<file path="src/rtl/irsir_pkg.sv">
package irsir_pkg;
  // True when a cell phase lies inside the pulse window [start, start+len).
  function automatic logic in_slot(input int unsigned ph, input int unsigned start,
                                   input int unsigned len);
    return (ph >= start) && (ph < start + len);
  endfunction
endpackage

</file>
<file path="src/rtl/irsir_sync.sv">
module irsir_sync #(
  parameter int STAGES = 2,
  parameter bit RST_VAL = 1'b0
) (
  input  logic clk,
  input  logic rst,
  input  logic d,
  output logic q
);
  logic [STAGES-1:0] chain;

  always_ff @(posedge clk) begin
    if (rst) chain <= {STAGES{RST_VAL}};
    else     chain <= {chain[STAGES-2:0], d};
  end

  assign q = chain[STAGES-1];
endmodule

</file>
<file path="src/rtl/irsir_tx_enc.sv">
module irsir_tx_enc
  import irsir_pkg::*;
#(
  parameter int SAMPLES     = 16,
  parameter int PULSE_START = 7,
  parameter int PULSE_LEN   = 3
) (
  input  logic clk,
  input  logic rst,
  input  logic tick,
  input  logic ir_en,
  input  logic txd,
  output logic ir_txd
);
  localparam int PW = $clog2(SAMPLES);
  localparam logic [PW-1:0] LAST = PW'(SAMPLES - 1);

  logic [PW-1:0] phase, phase_nx;
  logic          txd_q, pulse_nx, out_q;

  // Cell phase restarts on any level change, otherwise wraps every cell
  always_comb begin
    if ((txd != txd_q) || (phase == LAST)) phase_nx = '0;
    else                                   phase_nx = phase + 1'b1;
    pulse_nx = !txd && in_slot(32'(phase_nx), PULSE_START, PULSE_LEN);
  end

  always_ff @(posedge clk) begin
    if (rst) begin
      phase <= LAST;
      txd_q <= 1'b1;
      out_q <= 1'b0;
    end else begin
      if (tick) begin
        phase <= phase_nx;
        txd_q <= txd;
      end
      if (!ir_en)    out_q <= txd;
      else if (tick) out_q <= pulse_nx;
    end
  end

  assign ir_txd = out_q;

  // Checker: ticks spent with the emitter on in the current pulse
  logic [PW:0] run;
  always_ff @(posedge clk) begin
    if (rst || !ir_en || !out_q) run <= '0;
    else if (tick)               run <= run + 1'b1;
  end


  pulse_width_chk: assert property (@(posedge clk) disable iff (rst)
    run <= (PW+1)'(PULSE_LEN));


  pulse_place_chk: assert property (@(posedge clk) disable iff (rst)
    ir_en && $past(ir_en) && $rose(out_q) |-> (phase == PW'(PULSE_START)) && !txd_q);
endmodule

</file>
<file path="src/rtl/irsir_rx_dec.sv">
module irsir_rx_dec #(
  parameter int SAMPLES = 16
) (
  input  logic clk,
  input  logic rst,
  input  logic tick,
  input  logic ir_en,
  input  logic rx_s,
  output logic rxd
);
  localparam int PW = $clog2(SAMPLES);
  localparam logic [PW-1:0] LAST = PW'(SAMPLES - 1);

  logic [PW-1:0] cnt;
  logic          seen_q, out_q;

  always_ff @(posedge clk) begin
    if (rst) begin
      cnt    <= '0;
      seen_q <= 1'b0;
      out_q  <= 1'b1;
    end else if (!ir_en) begin
      cnt    <= '0;
      seen_q <= 1'b0;
      out_q  <= rx_s;
    end else if (tick) begin
      seen_q <= rx_s;
      if (rx_s) begin
        out_q <= 1'b0;
        if (!seen_q)         cnt <= LAST;
        else if (cnt != '0)  cnt <= cnt - 1'b1;
      end else if (cnt != '0) begin
        out_q <= 1'b0;
        cnt   <= cnt - 1'b1;
      end else begin
        out_q <= 1'b1;
      end
    end
  end

  assign rxd = out_q;


  fall_on_pulse_chk: assert property (@(posedge clk) disable iff (rst)
    ir_en && $past(ir_en) && $fell(out_q) |-> $past(rx_s));


  rise_after_hold_chk: assert property (@(posedge clk) disable iff (rst)
    ir_en && $past(ir_en) && $rose(out_q) |-> !$past(rx_s) && ($past(cnt) == '0));
endmodule

</file>
<file path="src/rtl/irsir_codec.sv">
module irsir_codec #(
  parameter int SAMPLES     = 16,
  parameter int PULSE_START = 7,
  parameter int PULSE_LEN   = 3,
  parameter int SYNC_STAGES = 2
) (
  input  logic clk,
  input  logic rst,
  input  logic tick16,
  input  logic ir_en,
  input  logic uart_txd,
  output logic uart_rxd,
  output logic ir_txd,
  input  logic ir_rxd
);
  logic rx_s;

  irsir_sync #(.STAGES(SYNC_STAGES), .RST_VAL(1'b0)) u_sync (
    .clk(clk), .rst(rst), .d(ir_rxd), .q(rx_s)
  );

  irsir_tx_enc #(.SAMPLES(SAMPLES), .PULSE_START(PULSE_START), .PULSE_LEN(PULSE_LEN)) u_enc (
    .clk(clk), .rst(rst), .tick(tick16), .ir_en(ir_en), .txd(uart_txd), .ir_txd(ir_txd)
  );

  irsir_rx_dec #(.SAMPLES(SAMPLES)) u_dec (
    .clk(clk), .rst(rst), .tick(tick16), .ir_en(ir_en), .rx_s(rx_s), .rxd(uart_rxd)
  );


  bypass_tx_chk: assert property (@(posedge clk) disable iff (rst)
    !$past(rst) && !ir_en && !$past(ir_en) |-> ir_txd == $past(uart_txd));
endmodule

</file>
<file path="config.mk">
export PLATFORM = sky130hd
export DESIGN_NAME = irsir_codec
export DESIGN_NICKNAME = d
export VERILOG_FILES = /design/src/rtl/irsir_pkg.sv /design/src/rtl/irsir_sync.sv /design/src/rtl/irsir_tx_enc.sv /design/src/rtl/irsir_rx_dec.sv /design/src/rtl/irsir_codec.sv
export SDC_FILE = /design/constraint.sdc
export NUM_CORES = 1
export LEC_CHECK = 0
export ABC_AREA = 1
export BUFFER_PORTS_ARGS = -buffer_cell sky130_fd_sc_hd__buf_2
export CAP_MARGIN = 40
export CELL_PAD_IN_SITES_DETAIL_PLACEMENT = 1
export CELL_PAD_IN_SITES_GLOBAL_PLACEMENT = 1
export CORE_MARGIN = 1
export CORE_UTILIZATION = 35
export DETAILED_ROUTE_END_ITERATION = 8
export MAX_ROUTING_LAYER = met4
export PLACE_DENSITY = 0.71
export REMOVE_ABC_BUFFERS = 1
export SYNTH_ARGS = -nofsm -noshare
export SYNTH_HDL_FRONTEND = slang
export SYNTH_SLANG_ARGS = --single-unit
</file>
<file path="constraint.sdc">
create_clock -name clk -period 2.4 [get_ports clk]
set_input_delay 0.24 -clock clk [delete_from_list [all_inputs] [get_ports clk]]
set_output_delay 0.24 -clock clk [all_outputs]
set_load 0.01 [all_outputs]
</file>
==> qor.csv <==
metric,value,unit
hold crit path type,input port to flip-flop,
top_reg_cell synth,dfxtp_1,
Die Width,47.73,um
Max Cap Violations,0,
CP startpoint kind,flip-flop,
synth-to-layout area growth,13.16,%
fmax,743.6,MHz
Leakage,0.4185,nW
Sink Count,14,
Pwr Total,0.0005320,W
Crit path arrival time,1570,ps
crit-path max cell delay,350,ps
"Remaining Overflow, GRT",0,
Starting Density,37.31,%
post_cts resized,0,
drt via density,4.821,
hold path start,ir_rxd,
layout cells sized above 1,15.25,%
clk_skew,2.605,ps
post-synthesis register bit count,14,
Crit path required time,2620,ps
"Reg clk slew, reported paths",80,ps
area fraction of the dominant cell type after synthesis,38.29,%
clk buf depth,2,
final instance area,828.3,um^2
Hold Crit Depth,3,
Layout Nets,127,
crit end category,flip-flop,
via count of the routed design,699,
syn_area_per_cell,6.715,um^2
status,"finished, final reports clean",
drt first pass iters,4,
initial antenna violation count,0,
endpoints failing hold,0,
Placed Cells,141,
Slew Limit Fails,0,
"Slowest-stage cell, CP",dfxtp_1,
Placer Congestion,0.8063,
Ports,8,
RSZ-0062 raised after global routing,no,
core area,1962,um^2
actual slew at the worst max-slew pin,252.8,ps
Finished Layout Cells,145,
antenna cells,0,
CTS tree,built,
first-pass GRT wire length,2691,um
Synth Cell Area,732.0,um^2
"top cells by area, synth","dfxtp_1, nand2_1, inv_1",
Final ANT Viol Nets,0,
worst path bufs/invs,2,
Die ar.,2278,um^2
"Seq/Total Area, Yosys",38.29,%
post-synthesis async set-or-reset flop share,0,%
DRT iter0 DRCs,6,
RR Startpoint,u_dec.cnt[0]$_SDFFE_PP0P_,
Post-CTS Setup Repair Bufs,0,
CP max FO,3,
Final period util,56.03,%
die span in y,47.73,um
Hold Path Sink,u_sync.chain[0]$_SDFF_PP0_,
Final Setup Violations,0,
Root Driver,clkbuf_4,
CTS Hold Bufs,0,
# DRC,0,
total wire length,1643,um
Synth cell types,21,
final core utilization,42.22,%
Post-synth EDFFs,0,
H-tree levels,1,
gr usage total,18.37,%
pwr dens,642.2,nW/um^2
max_slew headroom,83.08,%
synth warn,0,
setup TNS,0,ps
Detail Placement HPWL,1297,um
Worst R2R Setup Slack,1060,ps
worst setup path class,flip-flop to flip-flop,
R2R cell count,8,
vias in the first global route,621,
Crit. Startpoint,u_dec.cnt[0]$_SDFFE_PP0P_,
Top delay family on crit path,simple AND/OR/NAND/NOR gates,
RR Endpoint,u_dec.cnt[1]$_SDFFE_PP0P_,
row cnt,16,
"Cell Chain, Critical Path","inv_1, ha_1, nand2_2, nor2_2, nor2_4, inv_2, or2_0, a31oi_1",
Num CTS Buffers,3,
largest net degree at the start of global routing,14,
DR WL/cell,11.33,um
Synth Instances,109,
PortBufs,7,
Tmin final,1345,ps
worst vdd ir,0.0003415,V
dpl cell area,792.0,um^2
clk_lat worst skew,290,ps
largest area contributor in the netlist,dfxtp_1,
## per-stage QoR
stage	setup slack [ps]	hold WS, ps
detailed placement	1073	400.0
global placement	1150	390.5
global route	932.7	151.2
floorplan	1193	309.1
finish	1055	149.6
CTS	1042	151.7
## sequential cells by signal, indices dropped and copies added (netlist names)
signal,count
u_dec.cnt,4
u_enc.phase,4
u_sync.chain,2
u_dec.rxd,1
u_dec.seen_q,1
u_enc.ir_txd,1
u_enc.txd_q,1
## report_power, final
part | internal [W] | switching (W)
clock network | 0.0000926 | 0.0000811
registers | 0.000247 | 0.0000133
logic | 0.0000368 | 0.0000613
total | 0.000376 | 0.000156
## synth_stat cells, types with 2 or more instances
library cell / count
o21ai_0: 5
inv_1: 18
nand4_1: 2
a31oi_1: 3
a21oi_1: 7
o31ai_1: 2
dfxtp_1: 14
nor2_1: 8
ha_1: 2
nand2_1: 27
inv_2: 3
nand3_1: 9
## final cells by class
| cell class | instances | area (um^2) |
|---|---|---|
| Clock buffer | 4 | 36.28 |
| Fill cell | 285 | 1134 |
| Inverter | 21 | 78.83 |
| Multi-Input combinational cell | 72 | 364.1 |
| Sequential cell | 14 | 280.3 |
| Tap cell | 27 | 33.78 |
| Timing Repair Buffer | 7 | 35.03 |
## routing by layer
metal / track usage, % / share of wire (%)
met1: 21.97 / 51
met2: 28.11 / 44
met3: 6.792 / 3.7
met4: 6.667 / 1.6
met5: - / 0
## tightest hold or removal path, stage by stage
cell	delay (ps)
buf_2	90
inv_1	40
nor2_1	30
## worst max path at each step
| stage | end | slack [ps] | cells after the start |
|---|---|---|---|
| floorplan | u_dec.cnt[1]$_SDFFE_PP0P_ | 1190 | 8 |
| global placement | u_dec.cnt[1]$_SDFFE_PP0P_ | 1150 | 8 |
| detailed placement | u_dec.cnt[1]$_SDFFE_PP0P_ | 1070 | 8 |
| CTS | u_dec.cnt[1]$_SDFFE_PP0P_ | 1040 | 8 |
| global route | u_dec.cnt[1]$_SDFFE_PP0P_ | 930 | 8 |
| finish | u_dec.cnt[1]$_SDFFE_PP0P_ | 1060 | 8 |
## cell families after synthesis
| family | share of synthesized area [%] |
|---|---|
| AOI/OAI and AO/OA | 15.21 |
| xor gates and xnor gates | 1.197 |
| adders and majority gates | 3.418 |
| buffers and inverters | 11.96 |
| DFF | 38.29 |
| and+or+nand+nor | 29.92 |
## cell usage in the layout, fill, tap and decap left out, drive strengths merged
cell type  instances
xor2               1
or2                1
a31oi              3
nand2             28
nand3              9
o21ai              5
o31ai              2
nand4              2
inv               21
a211oi             1
clkbuf             4
nor2              10
dfxtp             14
a211o              1
buf                7
ha                 2
a21oi              7
(Power assumes the default switching activity.)
